## src/rtl/drive_ctl_pkg.sv

```systemverilog
package drive_ctl_pkg;

    localparam int DRIVES = 4;
    localparam int SEL_W  = $clog2(DRIVES);
    localparam int REG_W  = DRIVES + 2 + SEL_W;

    // Field order is the host-visible byte layout, MSB first.
    typedef struct packed {
        logic [DRIVES-1:0] motor;
        logic              dma_en;
        logic              run;      // 0 = controller held in reset
        logic [SEL_W-1:0]  drive;
    } ctl_word_t;

    function automatic ctl_word_t to_word(input logic [REG_W-1:0] raw);
        return ctl_word_t'(raw);
    endfunction

    function automatic logic select_hit(input logic [SEL_W-1:0] drive,
                                        input int unsigned      idx,
                                        input logic             motor_on);
        return (drive == SEL_W'(idx)) && motor_on;
    endfunction

endpackage

```

## src/rtl/drive_ctl_store.sv

```systemverilog
module drive_ctl_store
    import drive_ctl_pkg::*;
(
    input  logic             clk,
    input  logic             rst,
    input  logic             wr_en,
    input  logic [REG_W-1:0] wr_data,
    output ctl_word_t        word
);

    // Only the hardware reset clears the byte; the software reset bit is data.
    always_ff @(posedge clk) begin
        if (rst) begin
            word <= '0;
        end else if (wr_en) begin
            word <= to_word(wr_data);
        end
    end

endmodule

```

## src/rtl/drive_ctl_decode.sv

```systemverilog
module drive_ctl_decode
    import drive_ctl_pkg::*;
(
    input  ctl_word_t         word,
    output logic [DRIVES-1:0] sel_n
);

    for (genvar i = 0; i < DRIVES; i++) begin : g_sel
        assign sel_n[i] = !select_hit(word.drive, i, word.motor[i]);
    end

endmodule

```

## src/rtl/drive_ctl_rstgen.sv

```systemverilog
module drive_ctl_rstgen #(
    parameter int HOLD = 25
) (
    input  logic clk,
    input  logic rst,
    input  logic run,
    output logic ctl_rst
);

    localparam int CNT_W = $clog2(HOLD + 1);
    localparam logic [CNT_W-1:0] HOLD_V = CNT_W'(HOLD);

    logic [CNT_W-1:0] remain;

    // Reloaded while the reset bit is low; counts the tail once it is high.
    always_ff @(posedge clk) begin
        if (rst || !run) begin
            remain <= HOLD_V;
        end else if (remain != '0) begin
            remain <= remain - 1'b1;
        end
    end

    assign ctl_rst = !run || (remain != '0);

endmodule

```

## src/rtl/drive_ctl_reg.sv

```systemverilog
module drive_ctl_reg
    import drive_ctl_pkg::*;
#(
    parameter int RST_HOLD = 25
) (
    input  logic              clk,
    input  logic              rst,
    input  logic              wr_en_i,
    input  logic [REG_W-1:0]  wr_data_i,
    output logic [REG_W-1:0]  rd_data_o,
    output logic [DRIVES-1:0] motor_en_o,
    output logic [DRIVES-1:0] drive_sel_n_o,
    output logic              dma_en_o,
    output logic              ctl_rst_o,
    input  logic              dma_req_i,
    input  logic              irq_i,
    output logic              dma_req_o,
    output logic              irq_o
);

    ctl_word_t word;

    drive_ctl_store u_store (
        .clk     (clk),
        .rst     (rst),
        .wr_en   (wr_en_i),
        .wr_data (wr_data_i),
        .word    (word)
    );

    drive_ctl_decode u_decode (
        .word  (word),
        .sel_n (drive_sel_n_o)
    );

    drive_ctl_rstgen #(.HOLD(RST_HOLD)) u_rstgen (
        .clk     (clk),
        .rst     (rst),
        .run     (word.run),
        .ctl_rst (ctl_rst_o)
    );

    assign rd_data_o  = word;
    assign motor_en_o = word.motor;
    assign dma_en_o   = word.dma_en;
    assign dma_req_o  = dma_req_i && word.dma_en;
    assign irq_o      = irq_i && word.dma_en;

endmodule

```

## config.mk

```make
export PLATFORM = sky130hd
export DESIGN_NAME = drive_ctl_reg
export DESIGN_NICKNAME = d
export VERILOG_FILES = /design/src/rtl/drive_ctl_pkg.sv /design/src/rtl/drive_ctl_store.sv /design/src/rtl/drive_ctl_decode.sv /design/src/rtl/drive_ctl_rstgen.sv /design/src/rtl/drive_ctl_reg.sv
export SDC_FILE = /design/constraint.sdc
export NUM_CORES = 1
export LEC_CHECK = 0
export CORE_AREA = 2 2 39 41
export DETAILED_ROUTE_END_ITERATION = 8
export DIE_AREA = 0 0 41 43
export DONT_BUFFER_PORTS = 1
export PLACE_DENSITY = 0.63
export SLEW_MARGIN = 10
export SYNTH_ARGS = -nofsm -noshare
export SYNTH_HDL_FRONTEND = slang
export SYNTH_SLANG_ARGS = --single-unit
```

## constraint.sdc

```tcl
create_clock -name clk -period 1.1 [get_ports clk]
set_input_delay 0.055 -clock clk [delete_from_list [all_inputs] [get_ports clk]]
set_output_delay 0.055 -clock clk [all_outputs]
set_load 0.03 [all_outputs]
```

# Word level (Yosys, flattened, before mapping)
# Index checks and enable logic that the tools add are counted.
# word_totals
register_bits	13
in_bits	13
elab_cells	24
# op_classes
n_addsub	1
eq_ne	3
n_reduce_logical	15
# op_table
op	count
1-bit logical AND	6
1-bit zero test	5
5-bit nonzero test	1
5-bit by 1-bit subtractor with 5-bit output, second input constant	1
2-bit == test, second input constant	2
2-bit by 1-bit == test with 1-bit output, second input constant	1
2-bit zero test	1
1-bit logical OR	2

# Depth between registers and ports, before layout
# Gate-level depths: netlist of the first run.
# depth
word_depth	3
depth_mapped	5
depth_no_buf	5

# By module
# From an unflattened synthesis of the first run, not the netlist that was laid out.
# unflattened
cells_unflattened	64
hier_area_um2	628.1
# by_module_without_submodules
module	instances	cells_per_inst	area_per_inst_um2	seq_area_each_um2
drive_ctl_store	1	26	285.3	160.2
drive_ctl_rstgen	1	27	264.0	100.1
drive_ctl_reg	1	7	50.0	0.0
drive_ctl_decode	1	4	28.8	0.0

# Worst setup path before layout of the first run
# No wires, ideal clock.
# synth_timing
path_kind	reg2reg
startpoint	register u_rstgen.remain[0]
endpoint	register u_rstgen.remain[0]
setup_time_ps	121
arrival_ps	1047
required_ps	979
slack_ps	-69
path_stages_with_launch	6
n_path_buf	0
cell_sequence	dfxtp_1 > inv_1 > ha_1 > nor4b_4 > xnor2_1 > nand2_1
# synth_via
elab_chain_cells	1
# synth_rtl
item	line_no	text
start, declared	drive_ctl_rstgen.sv:13	logic [CNT_W-1:0] remain;
start signal, assigned	drive_ctl_rstgen.sv:20	remain <= remain - 1'b1;
5-bit by 1-bit subtractor with 5-bit output or 5-bit nonzero test (tied branches)	drive_ctl_rstgen.sv:20, drive_ctl_rstgen.sv:19	
# Parallel ways exist; a longest one is shown, timed or not.
# A chain may end at the register's enable or synchronous reset.

# Worst setup path after layout of the first run
# layout_timing
startpoint	register u_rstgen.remain[0]
endpoint	output port ctl_rst_o
# layout_via
elab_chain_cells	2
# layout_rtl
item	line_no	text
5-bit nonzero test	drive_ctl_rstgen.sv:24	assign ctl_rst = !run || (remain != '0);
1-bit logical OR	drive_ctl_rstgen.sv:24	
end, declared	drive_ctl_reg.sv:14	output logic ctl_rst_o,
# No other way between the ends.

==> summary.md, run 1 <==
| Metric | Value |
|---|---|
| DR iter-0 viols | `11` |
| Distinct cells, synth | `23` |
| Post-DP HPWL | `between 900 and 1000 µm` |
| Placer Congestion | `around 0.73` |
| Beginning of the critical path | `u_rstgen.remain[0]` |
| Worst-Margin Slew | `approximately 0.49 ns` |
| Yosys warns | `0` |
| RSZ-0062 raised after global routing | `true` |
| Failing checks | `setup timing` |
| Hold Path Class | `input port to flop` |
| Final WS setup | `-0.2635 ns` |
| R2R Setup Slk | `-0.17 ns` |
| Final Util | `74.59%` |
| Wire per inst | `14.19 µm` |
| Period minus WS final | `1.364 ns` |
| PwrDens | `1028 nW/µm²` |
| Synth cell count leaders | `13 x dfxtp_1, 9 x mux2i_1, 9 x nor2_1` |
| Max Clock Freq | `between 700 and 800 MHz` |
| Register area share after synthesis | `between 40% and 50%` |
| Clock Tree Buf Depth | `2` |
| WP buf/inv | `2` |
| First-pass GRT wire length | `about 2500 µm` |
| Async S/R FF share, synth | `0%` |
| CP Class | `flop to output pin` |
| Relative slew slack | `67.08%` |
| GR peak layer | `met2` |
| Vias in the first global route | `588` |
| Flop and latch count out of synthesis | `13` |
| Antenna Nets Post-Route | `0` |
| WL final | `1603 µm` |
| GRT Overall Usage | `a little under a quarter` |
| Setup TNS | `-0.8333 ns` |
| Share of post-route cells with drive strength above 1 | `a little over 50%` |
| CTS clk-pin slew, worst paths | `0.08 ns` |
| Largest net degree at the start of global routing | `10` |
| Critical Path RT | `1.04 ns` |
| Area leader, netlist | `dfxtp_1` |
| Cells on worst reg2reg path | `6` |
| Most frequent cell after synthesis | `dfxtp_1` |
| Critical path depth | `5` |
| Crit-path cells | `inv_2 > ha_4 > nor4b_4 > nand2_1 > buf_6` |
| Count of final setup violators | `8` |
| Worst-Skew Late Latency | `0.29 ns` |
| Peak supply drop | `approximately 650 µV` |
| Simple-Gate Fraction of Synth Area | `25.40%` |
| DRC Markers | `0` |
| Initial antenna violation count | `0` |
| Cells after Synth | `65` |
| Hold WS | `about 0.022 ns` |
| Grt met2 use | `35.94%` |
| RR Endpoint | `u_rstgen.remain[0]` |
| Initial Util | `a little under half` |
| Area grow syn2layout | `63.69%` |
| Final hold viol count | `0` |
| Total CTS buffers | `3` |
| Main synth FF type | `dfxtp_1` |
| NumNets Final | `113` |
| Vias | `571` |
| Clock Sinks | `13` |
| Worst-path fanout max | `2` |
| Synth Area in Adders | `a little under 4%` |
| Vias per inst | `around 5.1` |
| Clock root buffer | `clkbuf_4` |
| Proportion of synthesized area in mux cells | `14.29%` |
| Largest family of logic cells by synthesized area | `simple AND/OR/NAND/NOR gates` |
| Worst Setup End Kind | `output pin` |
| Synth top area share | `around 41%` |
| Grt ovf | `0` |
| Syn_nets | `80` |
| CP arrival | `1.31 ns` |
| N_diodes | `0` |
| Compound-Gate Fraction of Synth Area | `2.579%` |
| Syn_area_per_cell | `9.702 µm²` |
| Worst Setup Start Kind | `flop` |
| Top Family by Delay on Critical Path | `flip-flops` |
| Post-synthesis instance area | `around 630 µm²` |
| Hold path start | `rst` |
| Crit Reg-Reg Startpoint | `u_rstgen.remain[0]` |
| Die Footprint | `1763 µm²` |
| GRT met3 Usage | `a little under a tenth` |
| Drt pass-1 iters | `4` |
| Skew final | `approximately 0.0028 ns` |
| DIE WIDTH | `41 µm` |
| Placed insts | `92` |
| Die Y | `43 µm` |
| Worst path max stage delay | `0.34 ns` |
| Pre-CTS WS | `-0.1596 ns` |
| Final Slew Violations | `0` |
| Number of synthesized flops with an enable pin | `0` |
| Synth Area in XOR/XNOR | `2.778%` |
| Area of the core | `around 1400 µm²` |
| Max-cap check violation count | `0` |
| Period utilisation layout | `124.0%` |
| Met1 track demand over resource | `20.79%` |
| I/O Buffers | `0` |
| CTS tree | `yes` |
| Ports | `33` |
| Slowest cell on the critical path | `dfxtp_2` |
| Worst Setup EP | `ctl_rst_o` |
| # rows | `14` |
| P_leak | `0.4423 nW` |
| Non-Filler Instances | `around 110` |
| H-tree depth | `1` |
| Status | `finished with violations` |
| Top cells by area, synth | `dfxtp_1 41%, mux2i_1 14%, buf_4 7.1%, nor2_1 5.4%, ha_1 4.0%` |
-- repair_timing --
action,4_1_cts,5_1_grt
hold buffers,10,0
resized for setup,17,8
endpoints found under the hold margin,11,0
buffers inserted,5,5
endpoints found under the setup margin,9,13
gates cloned,0,0
pin swaps,5,6
-- per-stage QoR --
step	cell area [µm²]	total power [mW]
after floorplan	639.4	0.6611
after global placement	748.2	0.6826
after CTS	975.9	1.057
after detailed placement	748.2	0.6866
after global routing	1032	1.112
final	1032	1.061
-- flip-flops by register name, summed over array words and instances, names as in the netlist --
signal           count
u_store.word         8
u_rstgen.remain      5
-- report_power, final --
part | internal, mW | switching (mW)
Sequential | 0.492 | 0.0149
Combinational | 0.108 | 0.131
Clock | 0.141 | 0.173
-- worst min path at each step --
stage | end | slack, ns | depth (start not counted)
6_report | u_rstgen.remain[2] | 0.02 | 2
5_1_grt | u_rstgen.remain[2] | 0.02 | 2
4_1_cts | u_rstgen.remain[1] | 0.01 | 2
3_5_place_dp | u_store.word[1] | 0.13 | 1
3_3_place_gp | u_store.word[4] | 0.12 | 1
2_1_floorplan | u_store.word[4] | 0.20 | 2
-- placed cells by master, fill, tap and decap left out --
| cell | count |
|---|---|
| and2_1 | 2 |
| clkbuf_1 | 1 |
| nand2b_1 | 1 |
| nand3_1 | 1 |
| nand2_1 | 3 |
| dlymetal6s4s_1 | 1 |
| xnor2_2 | 2 |
| buf_6 | 7 |
| clkbuf_4 | 3 |
| nand3b_1 | 2 |
| dfxtp_1 | 8 |
| o31ai_2 | 1 |
| nor2_1 | 9 |
| a211o_1 | 1 |
| nor4b_4 | 1 |
| dfxtp_2 | 5 |
| and2b_2 | 1 |
| nor2b_1 | 1 |
| mux2i_1 | 9 |
| or3_4 | 1 |
| dlygate4sd3_1 | 9 |
| nor3_2 | 2 |
| inv_2 | 2 |
| nor3b_4 | 1 |
| nand3_2 | 1 |
| or3b_4 | 1 |
| ha_4 | 2 |
| buf_4 | 19 |
-- metal layers --
metal	part of all wire [%]	wire [µm]
met4	2.1	33
met1	37	598
met2	55	887
met3	5.2	84
met5	0	0
-- area by class of cell --
| class | count | area [µm²] |
|---|---|---|
| multi-input cells | 42 | 387.9 |
| well taps | 16 | 20.02 |
| flip-flops and latches | 13 | 266.5 |
| repair buffers | 36 | 324.1 |
| inverters | 2 | 7.507 |
| clock buffers | 4 | 26.28 |
| fillers | 99 | 351.6 |
-- cells by family after synthesis --
kind of cell             after synthesis
multiplexers                           9
flip-flops                            13
adder cells (fa/ha/maj)                2
buffers and inverters                 10
AND/OR/NAND/NOR                       27
XOR/XNOR                               2
AO/OA/AOI/OAI                          2
(Power assumes the default switching activity.)
==> run 2: changes to the inputs <==
clock period = 1.2 ns   (was 1.1 ns; I/O delays follow)
==> run 2 against run 1 <==
The run ends with hold timing, setup timing left. Clock power down 12%. Register-to-register slack better by 0.12 ns. Clock-buffer cell count did not move. Largest cell class unchanged. Largest power group unchanged.
==> summary.md, run 2 (same netlist as run 1, synthesis figures left out) <==
| Metric | Value |
|---|---|
| Status | `finished with violations` |
| Failing checks | `hold timing, setup timing` |
| Min-Delay Path Depth | `2` |
| Vias in the first global route | `540` |
| Vias per inst | `5.074` |
| Most common cell after layout, fill and taps aside | `buf_4` |
| DIE WIDTH | `around 41 µm` |
| Pre-CTS WS | `-0.09075 ns` |
| Die Y | `roughly 43 µm` |
| Die Footprint | `1763 µm²` |
| Critical Path RT | `1.14 ns` |
| R2R Setup Slk | `-0.05 ns` |
| Clock Tree Buf Depth | `2` |
| DR iter-0 viols | `3` |
| Worst-Margin Slew | `0.3322 ns` |
| NetSw | `277.7 µW` |
| CTS clk-pin slew, worst paths | `roughly 0.08 ns` |
| NumNets Final | `between 100 and 150` |
| Clk pwr share | `29.4%` |
| Count of final setup violators | `3` |
| Skew final | `0.003307 ns` |
| Drt pass-1 iters | `2` |
| # rows | `14` |
| Peak supply drop | `a little under 900 µV` |
| Vias | `between 500 and 600` |
| Worst path max stage delay | `0.34 ns` |
| Area of the core | `approximately 1400 µm²` |
| Worst Setup End Kind | `output pin` |
| RSZ-0062 raised after global routing | `true` |
| Setup TNS | `-0.2316 ns` |
| CP Class | `flop to output pin` |
| Max FFs per register | `8` |
| Cell Int Power | `669.5 µW` |
| Placer Congestion | `roughly 0.77` |
| Worst Setup Start Kind | `flop` |
| CP arrival | `1.28 ns` |
| Final instance area | `969.7 µm²` |
| PwrDens | `976.8 nW/µm²` |
| Sequential power share | `48.9%` |
| Final Slew Violations | `0` |
| Slowest cell on the critical path | `dfxtp_2` |
| Final WS setup | `-0.1423 ns` |
| Wire per inst | `14.68 µm` |
| Largest net degree at the start of global routing | `10` |
| Period minus WS final | `1.342 ns` |
| Most frequent cells in the layout | `15 x buf_4, 12 x dlygate4sd3_1, 9 x mux2i_1, 9 x nor2_1, 9 x dfxtp_1` |
| Period utilisation layout | `111.9%` |
| Initial Util | `a little under half` |
| Area grow syn2layout | `53.77%` |
| CTS tree | `yes` |
| Antenna Nets Post-Route | `0` |
| Max-cap check violation count | `0` |
| RR Endpoint | `u_rstgen.remain[4]` |
| Cells on worst reg2reg path | `6` |
| Total CTS buffers | `3` |
| First-pass GRT wire length | `2249 µm` |
| Register name with the most flops | `u_store.word` |
| Worst-path fanout max | `3` |
| Clock root buffer | `clkbuf_4` |
| P_leak | `0.3957 nW` |
| Combinational share of power | `21.7%` |
| Hold path start | `wr_en_i` |
| Max Clock Freq | `745.0 MHz` |
| N_diodes | `0` |
| WL final | `1585 µm` |
| Crit-path cells | `inv_2 > ha_4 > nor4b_4 > nand2_1 > buf_6` |
| Final hold viol count | `1` |
| Post-DP HPWL | `870.2 µm` |
| Hold WS | `-0.05900 ns` |
| Placed cell area | `701.9 µm²` |
| Final Util | `70.07%` |
| Sink of the worst hold path | `u_store.word[3]` |
| Share of post-route cells with drive strength above 1 | `41.30%` |
| WP buf/inv | `2` |
| GRT Overall Usage | `20.14%` |
| Hold Path Class | `input port to flop` |
| I/O Buffers | `0` |
| Initial antenna violation count | `0` |
| DRC Markers | `0` |
| H-tree depth | `1` |
| Grt ovf | `0` |
| Ports | `33` |
| Switch share | `roughly 29%` |
| Crit Reg-Reg Startpoint | `u_rstgen.remain[1]` |
| Relative slew slack | `77.78%` |
| Worst-Skew Late Latency | `between 0.2 and 0.3 ns` |
| Clock Sinks | `13` |
| Largest registers | `u_store.word (8), u_rstgen.remain (5)` |
| Top Family by Delay on Critical Path | `flip-flops` |
-- run 2: worst max-delay path by stage --
stage                                   from                 end  slack, ns  depth (start not counted)
final                     u_rstgen.remain[1]           ctl_rst_o      -0.14                          5
after CTS                 u_rstgen.remain[1]           ctl_rst_o      -0.16                          5
after detailed placement  u_rstgen.remain[0]  u_rstgen.remain[0]      -0.09                          5
after floorplan           u_rstgen.remain[0]  u_rstgen.remain[0]       0.03                          5
after global placement    u_rstgen.remain[0]  u_rstgen.remain[0]     -0.004                          5
after global routing      u_rstgen.remain[1]           ctl_rst_o      -0.20                          5
-- run 2: area by class of cell --
type | instances | area (µm²)
multi-input cells | 42 | 370.4
repair buffers | 31 | 277.8
clock buffers | 4 | 26.28
flip-flops and latches | 13 | 265.3
well taps | 16 | 20.02
inverters | 2 | 10.01
fillers | 110 | 414.1
-- run 2: worst reg2reg max path, delay by kind of cell (launching register included) --
kind                     cells  cell delay, ns
AND/OR/NAND/NOR              2            0.26
flip-flops                   1            0.34
adder cells (fa/ha/maj)      1            0.12
multiplexers                 1            0.21
buffers and inverters        2            0.20
-- run 2: routing by layer --
layer	wire length (µm)	global-route usage (%)	vias to the layer above
li1	-	-	265
met1	640	19.47	259
met2	816	33.13	20
met3	88	4.712	4
met4	39	16.67	0
met5	0	0	-
-- run 2: timing repair --
| action | CTS | global route |
|---|---|---|
| resized for setup | 9 | 13 |
| cloned | 0 | 0 |
| pin swaps | 2 | 5 |
| setup buffers | 3 | 2 |
| hold endpoints to repair | 10 | 2 |
| hold buffers | 14 | 1 |
| endpoints found under the setup margin | 5 | 12 |
-- run 2: power by group through the flow --
stage / Sequential, mW / Combinational, mW / Clock, mW
finish: 0.463 / 0.206 / 0.278
global route: 0.467 / 0.219 / 0.306
CTS: 0.461 / 0.201 / 0.291
detailed placement: 0.471 / 0.147 / 0
global placement: 0.470 / 0.146 / 0
floorplan: 0.502 / 0.103 / 0
-- run 2: through the flow --
stage | power, mW | instances | hold slack (ns)
after floorplan | 0.6048 | 65 | 0.2072
after global placement | 0.6156 | 87 | 0.1338
after detailed placement | 0.6176 | 87 | 0.1349
after CTS | 0.9529 | 108 | 0.01323
after global routing | 0.9922 | 108 | 0.01370
final | 0.9472 | 108 | -0.05900
==> run 3: changes to the inputs <==
PLACE_DENSITY = 0.73   (was 0.63)
==> run 3 against run 2 <==
The run ends with setup timing left. Clock-buffer cell count unchanged. Setup slack lost 0.0095 ns. Final area down 0.13%. Clock power increased by 6%. Via count is 2.6% higher. Critical path depth unchanged. Fmax down 0.71%. Combinational power increased by 3%. Utilization is 0.090 points lower. Die area is the same. Wire length grew 15%. Power is 2.8% higher. Largest cell class unchanged.
==> summary.md, run 3 (same netlist as run 1, synthesis figures left out) <==
| Metric | Value |
|---|---|
| Wire per inst | `16.70 µm` |
| Clock Tree Buf Depth | `2` |
| Area of the core | `roughly 1400 µm²` |
| Max Clock Freq | `~740 MHz` |
| Vias in the first global route | `approximately 600` |
| Worst Setup Start Kind | `flop` |
| Metal2 WL | `approximately 1000 µm` |
| Final Util | `a little over two thirds` |
| Drt pass-1 iters | `4` |
| Status | `finished with violations` |
| Most common cell after layout, fill and taps aside | `buf_4` |
| Min-Delay Path Depth | `2` |
| DRC Markers | `0` |
| N_diodes | `0` |
| Ports | `33` |
| Worst-path fanout max | `3` |
| Worst Setup End Kind | `output pin` |
| Combinational share of power | `21.8%` |
| Peak supply drop | `between 700 and 800 µV` |
| Non-Filler Instances | `~110` |
| DR iter-0 viols | `4` |
| Count of final setup violators | `4` |
| Worst path max stage delay | `0.34 ns` |
| Initial antenna violation count | `0` |
| Clk pwr share | `30.4%` |
| Clock root buffer | `clkbuf_4` |
| Die Y | `~43 µm` |
| Hold WS | `0.01377 ns` |
| Worst-Margin Slew | `0.3515 ns` |
| Max-cap check violation count | `0` |
| Antenna Nets Post-Route | `0` |
| Cells on worst reg2reg path | `7` |
| DIE WIDTH | `41 µm` |
| Largest registers | `u_store.word (8), u_rstgen.remain (5)` |
| Hold Path Class | `input port to flop` |
| CP Class | `flop to output pin` |
| Post-DP HPWL | `946.3 µm` |
| Hold path start | `rst` |
| Final Slew Violations | `0` |
| Failing checks | `setup timing` |
| Period minus WS final | `1.352 ns` |
| Final WS setup | `-0.1518 ns` |
| CTS tree | `yes` |
| First-pass GRT wire length | `approximately 2500 µm` |
| Placed cell area | `roughly 700 µm²` |
| Placed insts | `87` |
| Setup TNS | `-0.3269 ns` |
| Register name with the most flops | `u_store.word` |
| Largest net degree at the start of global routing | `10` |
| Total CTS buffers | `3` |
| CTS clk-pin slew, worst paths | `0.09 ns` |
| WP buf/inv | `2` |
| RR Endpoint | `u_rstgen.remain[3]` |
| Vias | `562` |
| Vias per inst | `a little over 5` |
| Relative slew slack | `76.49%` |
| Die Footprint | `1763 µm²` |
| Design Power | `973.5 µW` |
| Routed wl met3 | `99 µm` |
| R2R Setup Slk | `-0.11 ns` |
| Final instance area | `968.4 µm²` |
| PwrDens | `1005 nW/µm²` |
| Period utilisation layout | `112.7%` |
| Critical Path RT | `between 1 and 1.5 ns` |
| Grt ovf | `0` |
| Max FFs per register | `8` |
| Share of post-route cells with drive strength above 1 | `38.71%` |
| Crit-path cells | `inv_4 > ha_4 > nor4b_4 > nand2_1 > buf_6` |
| H-tree depth | `1` |
| Placer Congestion | `0.7755` |
| NumNets Final | `109` |
| # rows | `14` |
| Area grow syn2layout | `53.57%` |
| Skew final | `0.009833 ns` |
| Worst-Skew Late Latency | `0.29 ns` |
| Slowest cell on the critical path | `dfxtp_2` |
| Initial Util | `45.57%` |
| Max layer used | `met4` |
| Switch share | `30.98%` |
| CP arrival | `1.29 ns` |
| Sink of the worst hold path | `u_rstgen.remain[2]` |
| Sequential power share | `47.8%` |
| Pre-CTS WS | `-0.1200 ns` |
| WL final | `1820 µm` |
| Clock Sinks | `13` |
| RSZ-0062 raised after global routing | `true` |
| GRT Overall Usage | `22.27%` |
| I/O Buffers | `0` |
| Most frequent cells in the layout | `17 x buf_4, 12 x dlygate4sd3_1, 11 x dfxtp_1` |
| Top Family by Delay on Critical Path | `flip-flops` |
| P_leak | `0.3980 nW` |
| Cell Int Power | `between 600 and 700 µW` |
| Final-layout fill cell count | `99` |
| Crit Reg-Reg Startpoint | `u_rstgen.remain[0]` |
| Metal-1 WL | `660 µm` |
| Final hold viol count | `0` |
| NetSw | `301.6 µW` |
[run 3: what timing repair did]
item | CTS | global route
setup buffers | 3 | 4
pin swaps | 3 | 5
resized for setup | 11 | 7
setup endpoints to repair | 6 | 9
hold endpoints to repair | 10 | 2
hold buffers | 13 | 1
[run 3: area by class of cell]
cell class	count	area (µm²)	area share [%]
sequential	13	262.8	27.13
timing repair buffer	32	281.5	29.07
multi-input combinational	42	367.9	37.98
clock buffer	4	26.28	2.713
inverter	2	10.01	1.034
tap	16	20.02	2.067
[run 3: power by group through the flow]
stage / logic, mW / registers, mW / clock network (mW)
final: 0.212 / 0.465 / 0.296
after global routing: 0.226 / 0.467 / 0.306
after CTS: 0.199 / 0.463 / 0.284
after detailed placement: 0.147 / 0.472 / 0
after global placement: 0.144 / 0.471 / 0
after floorplan: 0.103 / 0.502 / 0
[run 3: how the worst max path moves through the flow]
stage                             startpoint                  to  slack (ns)  cells after the start
after floorplan           u_rstgen.remain[0]  u_rstgen.remain[0]        0.03                      5
after global placement    u_rstgen.remain[0]  u_rstgen.remain[0]        0.01                      5
after detailed placement  u_rstgen.remain[0]  u_rstgen.remain[0]       -0.12                      5
after CTS                 u_rstgen.remain[1]           ctl_rst_o       -0.15                      5
after global routing      u_rstgen.remain[1]           ctl_rst_o       -0.20                      5
final                     u_rstgen.remain[0]           ctl_rst_o       -0.15                      5
[run 3: per-layer routing]
layer / up-vias / global-route usage, %
met2: 26 / 40.94
met1: 262 / 20.79
met5: - / 0
li1: 266 / -
met4: 0 / 12.67
met3: 8 / 3.665
